$ cat src/rtl/smbr_pkg.sv
// Shared types and the reset map for the SMBus register slave.
// Assumes offsets fit the 7-bit offset field of the command byte.
package smbr_pkg;

    typedef enum logic [2:0] {
        ST_IDLE,
        ST_RX,
        ST_RXACK,
        ST_TX,
        ST_TXACK
    } smbr_state_t;

    typedef enum logic [1:0] {
        K_ADDR,
        K_CMD,
        K_CNT,
        K_DATA
    } smbr_kind_t;

    // Power-up value of a writable byte at a given index.
    function automatic logic [7:0] reset_value(int idx);
        case (idx)
            6:       return 8'h0B;
            7:       return 8'hFF;
            9:       return 8'hB0;
            10:      return 8'hFF;
            12:      return 8'h80;
            default: return 8'h00;
        endcase
    endfunction

endpackage

$ cat src/rtl/smbr_sync.sv
// Multi-bit two-flop synchronizer for bus pins. Resets to 1 (idle bus level).
// Assumes each bit is independent, which holds for SCL and SDA.
module smbr_sync #(
    parameter int W = 2
) (
    input  logic         clk,
    input  logic         rst_n,
    input  logic [W-1:0] d_i,
    output logic [W-1:0] q_o
);
    logic [W-1:0] meta;

    // Two-stage capture of asynchronous pin levels.
    always_ff @(posedge clk) begin
        if (!rst_n) begin
            meta <= '1;
            q_o  <= '1;
        end else begin
            meta <= d_i;
            q_o  <= meta;
        end
    end
endmodule

$ cat src/rtl/smbr_bus_cond.sv
// Detects SCL edges and START/STOP conditions from synchronized pin levels.
// START is SDA falling while SCL stays high. STOP is SDA rising while SCL stays high.
module smbr_bus_cond (
    input  logic clk,
    input  logic rst_n,
    input  logic scl_s,
    input  logic sda_s,
    output logic scl_rise,
    output logic scl_fall,
    output logic start_det,
    output logic stop_det
);
    logic scl_q;
    logic sda_q;

    // Delayed copies used for edge comparison.
    always_ff @(posedge clk) begin
        if (!rst_n) begin
            scl_q <= 1'b1;
            sda_q <= 1'b1;
        end else begin
            scl_q <= scl_s;
            sda_q <= sda_s;
        end
    end

    assign scl_rise  = scl_s & ~scl_q;
    assign scl_fall  = ~scl_s & scl_q;
    assign start_det = scl_s & scl_q & sda_q & ~sda_s;
    assign stop_det  = scl_s & scl_q & ~sda_q & sda_s;
endmodule

$ cat src/rtl/smbr_regbank.sv
// Configuration byte bank covering indices BASE_IDX .. BASE_IDX+NUM_REGS-1.
// One index shows the status input and one shows a fixed signature; all others are storage.
// Any index outside the range reads zero. Writes to read-only slots are ignored.
module smbr_regbank #(
    parameter int         BASE_IDX  = 4,
    parameter int         NUM_REGS  = 11,
    parameter int         STRAP_IDX = 5,
    parameter int         SIG_IDX   = 8,
    parameter logic [7:0] SIGNATURE = 8'h80,
    parameter int         STRAP_W   = 6,
    parameter int         IDX_W     = 7
) (
    input  logic                  clk,
    input  logic                  rst_n,
    input  logic                  we,
    input  logic [IDX_W-1:0]      widx,
    input  logic [7:0]            wdata,
    input  logic [IDX_W-1:0]      ridx,
    output logic [7:0]            rdata,
    input  logic [STRAP_W-1:0]    strap_i,
    output logic [NUM_REGS*8-1:0] cfg_o
);
    import smbr_pkg::*;

    logic [7:0] view [NUM_REGS];

    for (genvar g = 0; g < NUM_REGS; g++) begin : g_slot
        localparam int IDX = BASE_IDX + g;
        if (IDX == STRAP_IDX) begin : g_strap
            assign view[g] = {{(8-STRAP_W){1'b0}}, strap_i};
        end else if (IDX == SIG_IDX) begin : g_sig
            assign view[g] = SIGNATURE;
        end else begin : g_store
            logic [7:0] q;
            // Writable byte with its own power-up value.
            always_ff @(posedge clk) begin
                if (!rst_n) begin
                    q <= reset_value(IDX);
                end else if (we && int'(widx) == IDX) begin
                    q <= wdata;
                end
            end
            assign view[g] = q;
        end
        assign cfg_o[g*8 +: 8] = view[g];
    end

    // Read multiplexer; unmatched indices give zero.
    always_comb begin
        rdata = 8'h00;
        for (int k = 0; k < NUM_REGS; k++) begin
            if (int'(ridx) == BASE_IDX + k) rdata = view[k];
        end
    end
endmodule

$ cat src/rtl/smbr_slave.sv
// SMBus slave giving byte and block access to the configuration bank.
// Assumes clk is at least several times faster than SCL, so that each SCL phase
// lasts longer than the synchronizer delay. Never stretches the clock.
module smbr_slave #(
    parameter logic [6:0] ADDR7     = 7'h69,
    parameter int         BASE_IDX  = 4,
    parameter int         NUM_REGS  = 11,
    parameter int         STRAP_IDX = 5,
    parameter int         SIG_IDX   = 8,
    parameter logic [7:0] SIGNATURE = 8'h80,
    parameter int         STRAP_W   = 6
) (
    input  logic                  clk,
    input  logic                  rst_n,
    input  logic                  scl_i,
    input  logic                  sda_i,
    output logic                  sda_oe,
    input  logic [STRAP_W-1:0]    strap_i,
    output logic [NUM_REGS*8-1:0] cfg_o
);
    import smbr_pkg::*;

    localparam int         IDX_W    = 7;
    localparam int         LAST_IDX = BASE_IDX + NUM_REGS - 1;
    localparam logic [6:0] BASE7    = 7'(BASE_IDX);
    localparam logic [7:0] COUNT8   = 8'(NUM_REGS);

    logic            scl_s, sda_s;
    logic            scl_rise, scl_fall, start_det, stop_det;
    smbr_state_t     state;
    smbr_kind_t      kind;
    logic [3:0]      bitcnt;
    logic [7:0]      shreg, txsh, tx_load, rdata;
    logic            rw, blk, first, mack, oe_q;
    logic [IDX_W-1:0] ptr, rd_idx;
    logic            writable, byte_end, we;

    smbr_sync #(.W(2)) u_sync (
        .clk(clk), .rst_n(rst_n),
        .d_i({scl_i, sda_i}), .q_o({scl_s, sda_s})
    );

    smbr_bus_cond u_cond (
        .clk(clk), .rst_n(rst_n), .scl_s(scl_s), .sda_s(sda_s),
        .scl_rise(scl_rise), .scl_fall(scl_fall),
        .start_det(start_det), .stop_det(stop_det)
    );

    smbr_regbank #(
        .BASE_IDX(BASE_IDX), .NUM_REGS(NUM_REGS), .STRAP_IDX(STRAP_IDX),
        .SIG_IDX(SIG_IDX), .SIGNATURE(SIGNATURE), .STRAP_W(STRAP_W), .IDX_W(IDX_W)
    ) u_bank (
        .clk(clk), .rst_n(rst_n), .we(we), .widx(ptr), .wdata(shreg),
        .ridx(rd_idx), .rdata(rdata), .strap_i(strap_i), .cfg_o(cfg_o)
    );

    // Byte-end, write-qualify and read-source selection.
    always_comb begin
        byte_end = (state == ST_RX) && scl_fall && (bitcnt == 4'd8);
        writable = (int'(ptr) >= BASE_IDX) && (int'(ptr) <= LAST_IDX) &&
                   (int'(ptr) != STRAP_IDX) && (int'(ptr) != SIG_IDX);
        we       = byte_end && (kind == K_DATA) && writable;
        rd_idx   = (state == ST_TXACK && !first) ? ptr + 7'd1 : ptr;
        tx_load  = (state == ST_RXACK && first) ? COUNT8 : rdata;
    end

    // Protocol sequencer: byte reception, acknowledge and byte transmission.
    always_ff @(posedge clk) begin
        if (!rst_n) begin
            state  <= ST_IDLE;
            kind   <= K_ADDR;
            bitcnt <= '0;
            shreg  <= '0;
            txsh   <= '0;
            rw     <= 1'b0;
            blk    <= 1'b0;
            first  <= 1'b0;
            mack   <= 1'b0;
            ptr    <= '0;
            oe_q   <= 1'b0;
        end else if (stop_det) begin
            state <= ST_IDLE;
            oe_q  <= 1'b0;
        end else if (start_det) begin
            state  <= ST_RX;
            kind   <= K_ADDR;
            bitcnt <= '0;
            oe_q   <= 1'b0;
        end else begin
            case (state)
                ST_RX: begin
                    if (scl_rise && bitcnt != 4'd8) begin
                        shreg  <= {shreg[6:0], sda_s};
                        bitcnt <= bitcnt + 4'd1;
                    end else if (byte_end) begin
                        oe_q  <= 1'b1;
                        state <= ST_RXACK;
                        case (kind)
                            K_ADDR: begin
                                if (shreg[7:1] != ADDR7) begin
                                    oe_q  <= 1'b0;
                                    state <= ST_IDLE;
                                end else begin
                                    rw <= shreg[0];
                                end
                            end
                            K_CMD: begin
                                blk   <= ~shreg[7];
                                first <= ~shreg[7];
                                ptr   <= shreg[7] ? shreg[6:0] : BASE7;
                            end
                            K_DATA:  ptr <= ptr + 7'd1;
                            default: ;
                        endcase
                    end
                end
                ST_RXACK: begin
                    if (scl_fall) begin
                        bitcnt <= '0;
                        if (kind == K_ADDR && rw) begin
                            state <= ST_TX;
                            txsh  <= tx_load;
                            oe_q  <= ~tx_load[7];
                        end else begin
                            state <= ST_RX;
                            oe_q  <= 1'b0;
                            case (kind)
                                K_ADDR:  kind <= K_CMD;
                                K_CMD:   kind <= blk ? K_CNT : K_DATA;
                                default: kind <= K_DATA;
                            endcase
                        end
                    end
                end
                ST_TX: begin
                    if (scl_fall) begin
                        if (bitcnt == 4'd7) begin
                            oe_q  <= 1'b0;
                            state <= ST_TXACK;
                        end else begin
                            bitcnt <= bitcnt + 4'd1;
                            txsh   <= {txsh[6:0], 1'b0};
                            oe_q   <= ~txsh[6];
                        end
                    end
                end
                ST_TXACK: begin
                    if (scl_rise) begin
                        mack <= ~sda_s;
                    end else if (scl_fall) begin
                        if (mack) begin
                            state  <= ST_TX;
                            bitcnt <= '0;
                            txsh   <= tx_load;
                            oe_q   <= ~tx_load[7];
                            if (first) first <= 1'b0;
                            else       ptr   <= ptr + 7'd1;
                        end else begin
                            state <= ST_IDLE;
                        end
                    end
                end
                default: ;
            endcase
        end
    end

    assign sda_oe = oe_q;
endmodule

$ cat config.mk
export PLATFORM = sky130hd
export DESIGN_NAME = smbr_slave
export DESIGN_NICKNAME = d
export VERILOG_FILES = /design/src/rtl/smbr_pkg.sv /design/src/rtl/smbr_sync.sv /design/src/rtl/smbr_bus_cond.sv /design/src/rtl/smbr_regbank.sv /design/src/rtl/smbr_slave.sv
export SDC_FILE = /design/constraint.sdc
export NUM_CORES = 1
export LEC_CHECK = 0
export CORE_ASPECT_RATIO = 2
export CORE_MARGIN = 2
export CORE_UTILIZATION = 45
export DETAILED_ROUTE_END_ITERATION = 16
export PLACE_DENSITY = 0.75
export SYNTH_ARGS = -nofsm -noshare
export SYNTH_HDL_FRONTEND = slang
export SYNTH_HIERARCHICAL = 1
export SYNTH_SLANG_ARGS = --single-unit
$ cat constraint.sdc
create_clock -name clk -period 4.25 [get_ports clk]
set_input_delay 0.425 -clock clk [delete_from_list [all_inputs] [get_ports clk]]
set_output_delay 0.425 -clock clk [all_outputs]
set_load 0.03 [all_outputs]
==> metrics.txt <==
wire length per cell=21.62 um; Die Wd=between 80 and 90 um; Max Root-Sink Buffers=2; CTS tree=done; Pre-antenna DRT Iters=5; commonest non-fill, non-tap cell in the layout=dfxtp_1; share of cells above drive strength 1=about 11%; Worst path most repeated cell=nor2_1; clk sinks=114; register area=~2300 sq um; shortest period the worst path allows=roughly 3600 ps; worst hold path type=reg2reg; Lkg Pwr=3.087 nW; CTS Root Cell=clkbuf_16; Power Total=2.697 mW; Skew-Pair Late Insertion Delay=a little over 400 ps; Final period util=a little under nine tenths; Primary FF master, synth=dfxtp_1; DPL Wire Length=14.23 mm; via count=5553; synthesized instance count=680; Tightest Pin Transition=882.2 ps; Max-Cap Viols=0; GR Util met2=50.15%; complex-gate fraction of the synthesized area=13.86%; Post-synth EDFFs=0; XOR/XNOR Fraction of Synth Area=0.8461%; largest family of logic cells by synthesized area=simple AND/OR/NAND/NOR gates; CP Launch Type=flip-flop; Worst path slowest cell=mux4_2; All-Layer GR Usage=27.54%; max frequency=275.0 MHz; Post-synth ARST share=0%; hold slack=423.6 ps; CP delay by family, top=simple AND/OR/NAND/NOR gates; footprint of the multi-input gates=3556 sq um; Slew headroom=between 40% and 50%; Starting Density=roughly 46%; Peak VDD IR=a little over 300 uV; CP endpoint kind=flip-flop; P&R area growth vs syn=24.84%; post-synthesis cell type count=75; most crowded layer after global routing=met2; final-report max-slew violation count=0; core footprint=approximately 13000 sq um; setup_tns=0 ps; PwrDens=347.9 nW/um^2; Resize count post-CTS=0; Final ANT Viol Nets=0; largest net degree at the start of global routing=91; FF+latch count, synth=between 100 and 150; diode count=0; Final Skew=14.63 ps; first-pass GRT wire length=31.21 mm; Final Hold Vio Count=0; Hold Buf Count CTS=0; highest-count cells in the layout ignoring fill and taps=dfxtp_1, mux2i_1, clkdlybuf4s50_1; # IOs=99; maximum fanout along the worst path=13; Congestion Overflow GR=0; Vias/cell=6.036; port bufs=88; initial antenna violation count=0; Buffers & Inverters on Critical Path=1; status=finished, final reports clean; die height=170.1 um; Clock H-tree levels=4; mean post-synth cell area=between 9 and 10 sq um; Synth Warn #=6; RePlAce Congestion=0.9428; WS Path Type=reg2reg; Worst-path clk slew=60 ps; sequential cell area fraction in the yosys report=36.74%; drc violations=0; fillers=~1200; vias in the first global route=5795; Post-CTS Setup Repair Bufs=0; GR Util met3=4.316%; Routed Wire Length=19.89 mm; RSZ-0062 raised after global routing=no; Post-Synth Simple-Gate Area=between 20% and 30%; CP peak stage delay=550 ps; DRT iter0 DRCs=approximately 400; Post-Syn Area=6211 sq um; crit-path cells=or3b_2 -> nor2_1 -> buf_4 -> nand2_1 -> xnor2_1 -> or3b_2 -> mux4_2 -> a22oi_1 -> o21ai_0 -> a21oi_1 -> nor2_1 -> mux2i_1 -> nor2_1; CP Data Required Time=~4500 ps; full die area=about 15000 sq um; critical path arrival=3910 ps; final net count=767; mux contribution to synthesized area=between 15 and 20%; grt met1 use=28.17%; CTS buffer count=17; Post-Synth Adder-Cell Area=between 1 and 1.5%; final setup fails=0; FP Rows=60
## per-layer routing
| layer | vias to the layer above | wire, um |
|---|---|---|
| met2 | 224 | 10860 |
| met1 | 2709 | 7070 |
| met3 | 60 | 861 |
| li1 | 2560 | - |
| met4 | 0 | 1095 |
| met5 | - | 0 |
## metrics by stage
step	setup WS (ps)	std cells	instance area (sq um)	util (%)
floorplan	990.7	688	6241	-
global placement	747.1	888	7159	53.28
detailed placement	698.8	888	7159	53.28
CTS	657.2	920	7754	57.70
global route	404.6	920	7754	57.70
finish	613.6	920	7754	57.70
## synthesized netlist by cell type, types with 5 or more instances
library cell	n	area share [%]
dfxtp_1	114	37
mux2i_1	93	15
nor2b_1	61	6.1
nand2_1	47	2.8
nor2_1	43	2.6
clkbuf_1	30	1.8
inv_1	24	1.5
buf_4	20	2.4
nand2b_1	16	1.6
a211oi_1	14	1.7
a21oi_1	14	1.1
o21ai_0	14	1.1
nand3_1	10	0.81
buf_2	9	0.73
nor3_1	8	0.64
a22oi_1	7	0.85
nand3b_1	7	0.85
or3b_2	7	0.99
a32oi_1	6	0.85
and3_1	6	0.60
o31ai_1	6	0.73
xnor2_1	6	0.85
a2111oi_0	5	0.71
a31oi_1	5	0.50
buf_1	5	0.30
ha_1	5	1.0
mux4_2	5	1.8
nand4_1	5	0.50
nor3b_1	5	0.60
o22ai_1	5	0.50
## final timing paths
kind / endpoint / slack (ps) / depth (start not counted) / from
setup reg to reg: txsh[0] / 610 / 13 / state[2]
setup / recovery: txsh[0] / 610 / 13 / state[2]
hold / removal: u_sync/q_o[0] / 420 / 1 / u_sync/meta[0]
hold reg to reg: u_sync/q_o[0] / 420 / 1 / u_sync/meta[0]
## sequential cells by signal, indices dropped and copies added, names as in the netlist
register and count:
kind 2, first 1, ptr 7, rw 1, txsh 7, mack 1, sda_oe 1, blk 1
bitcnt 4, u_bank/g_slot.g_store.q 72, shreg 8, u_cond/scl_q 1, u_sync/meta 2, u_cond/sda_q 1, state 3, u_sync/q_o 2
## worst reg2reg max path, cell delays in order, from the launching register on
cell	delay [ps]
dfxtp_1	520
or3b_2	500
nor2_1	110
buf_4	180
nand2_1	80
xnor2_1	430
or3b_2	490
mux4_2	550
a22oi_1	150
o21ai_0	120
a21oi_1	130
nor2_1	50
mux2i_1	140
nor2_1	50
## cell families (layout without fill, tap and decap cells)
logic type | count (synthesis) | after routing
muxes | 101 | 101
xor gates and xnor gates | 6 | 6
AOI/OAI and AO/OA | 113 | 113
buffers and inverters | 89 | 166
other | 2 | 10
and+or+nand+nor | 250 | 250
adders and majority gates | 5 | 5
DFF | 114 | 114
## layout make-up
class,count,share of cell area (%)
flip-flops and latches,114,29.43
multi-input cells,485,45.86
clock buffers,19,5.712
inverters,25,1.210
clock inverters,13,1.953
repair buffers,109,13.33
well taps,155,2.501
## where the power goes
part	internal, mW	switching (mW)
Sequential	1.08	0.0130
Combinational	0.0659	0.114
Clock	0.888	0.540
No activity file was read; power rests on OpenSTA's default activity.
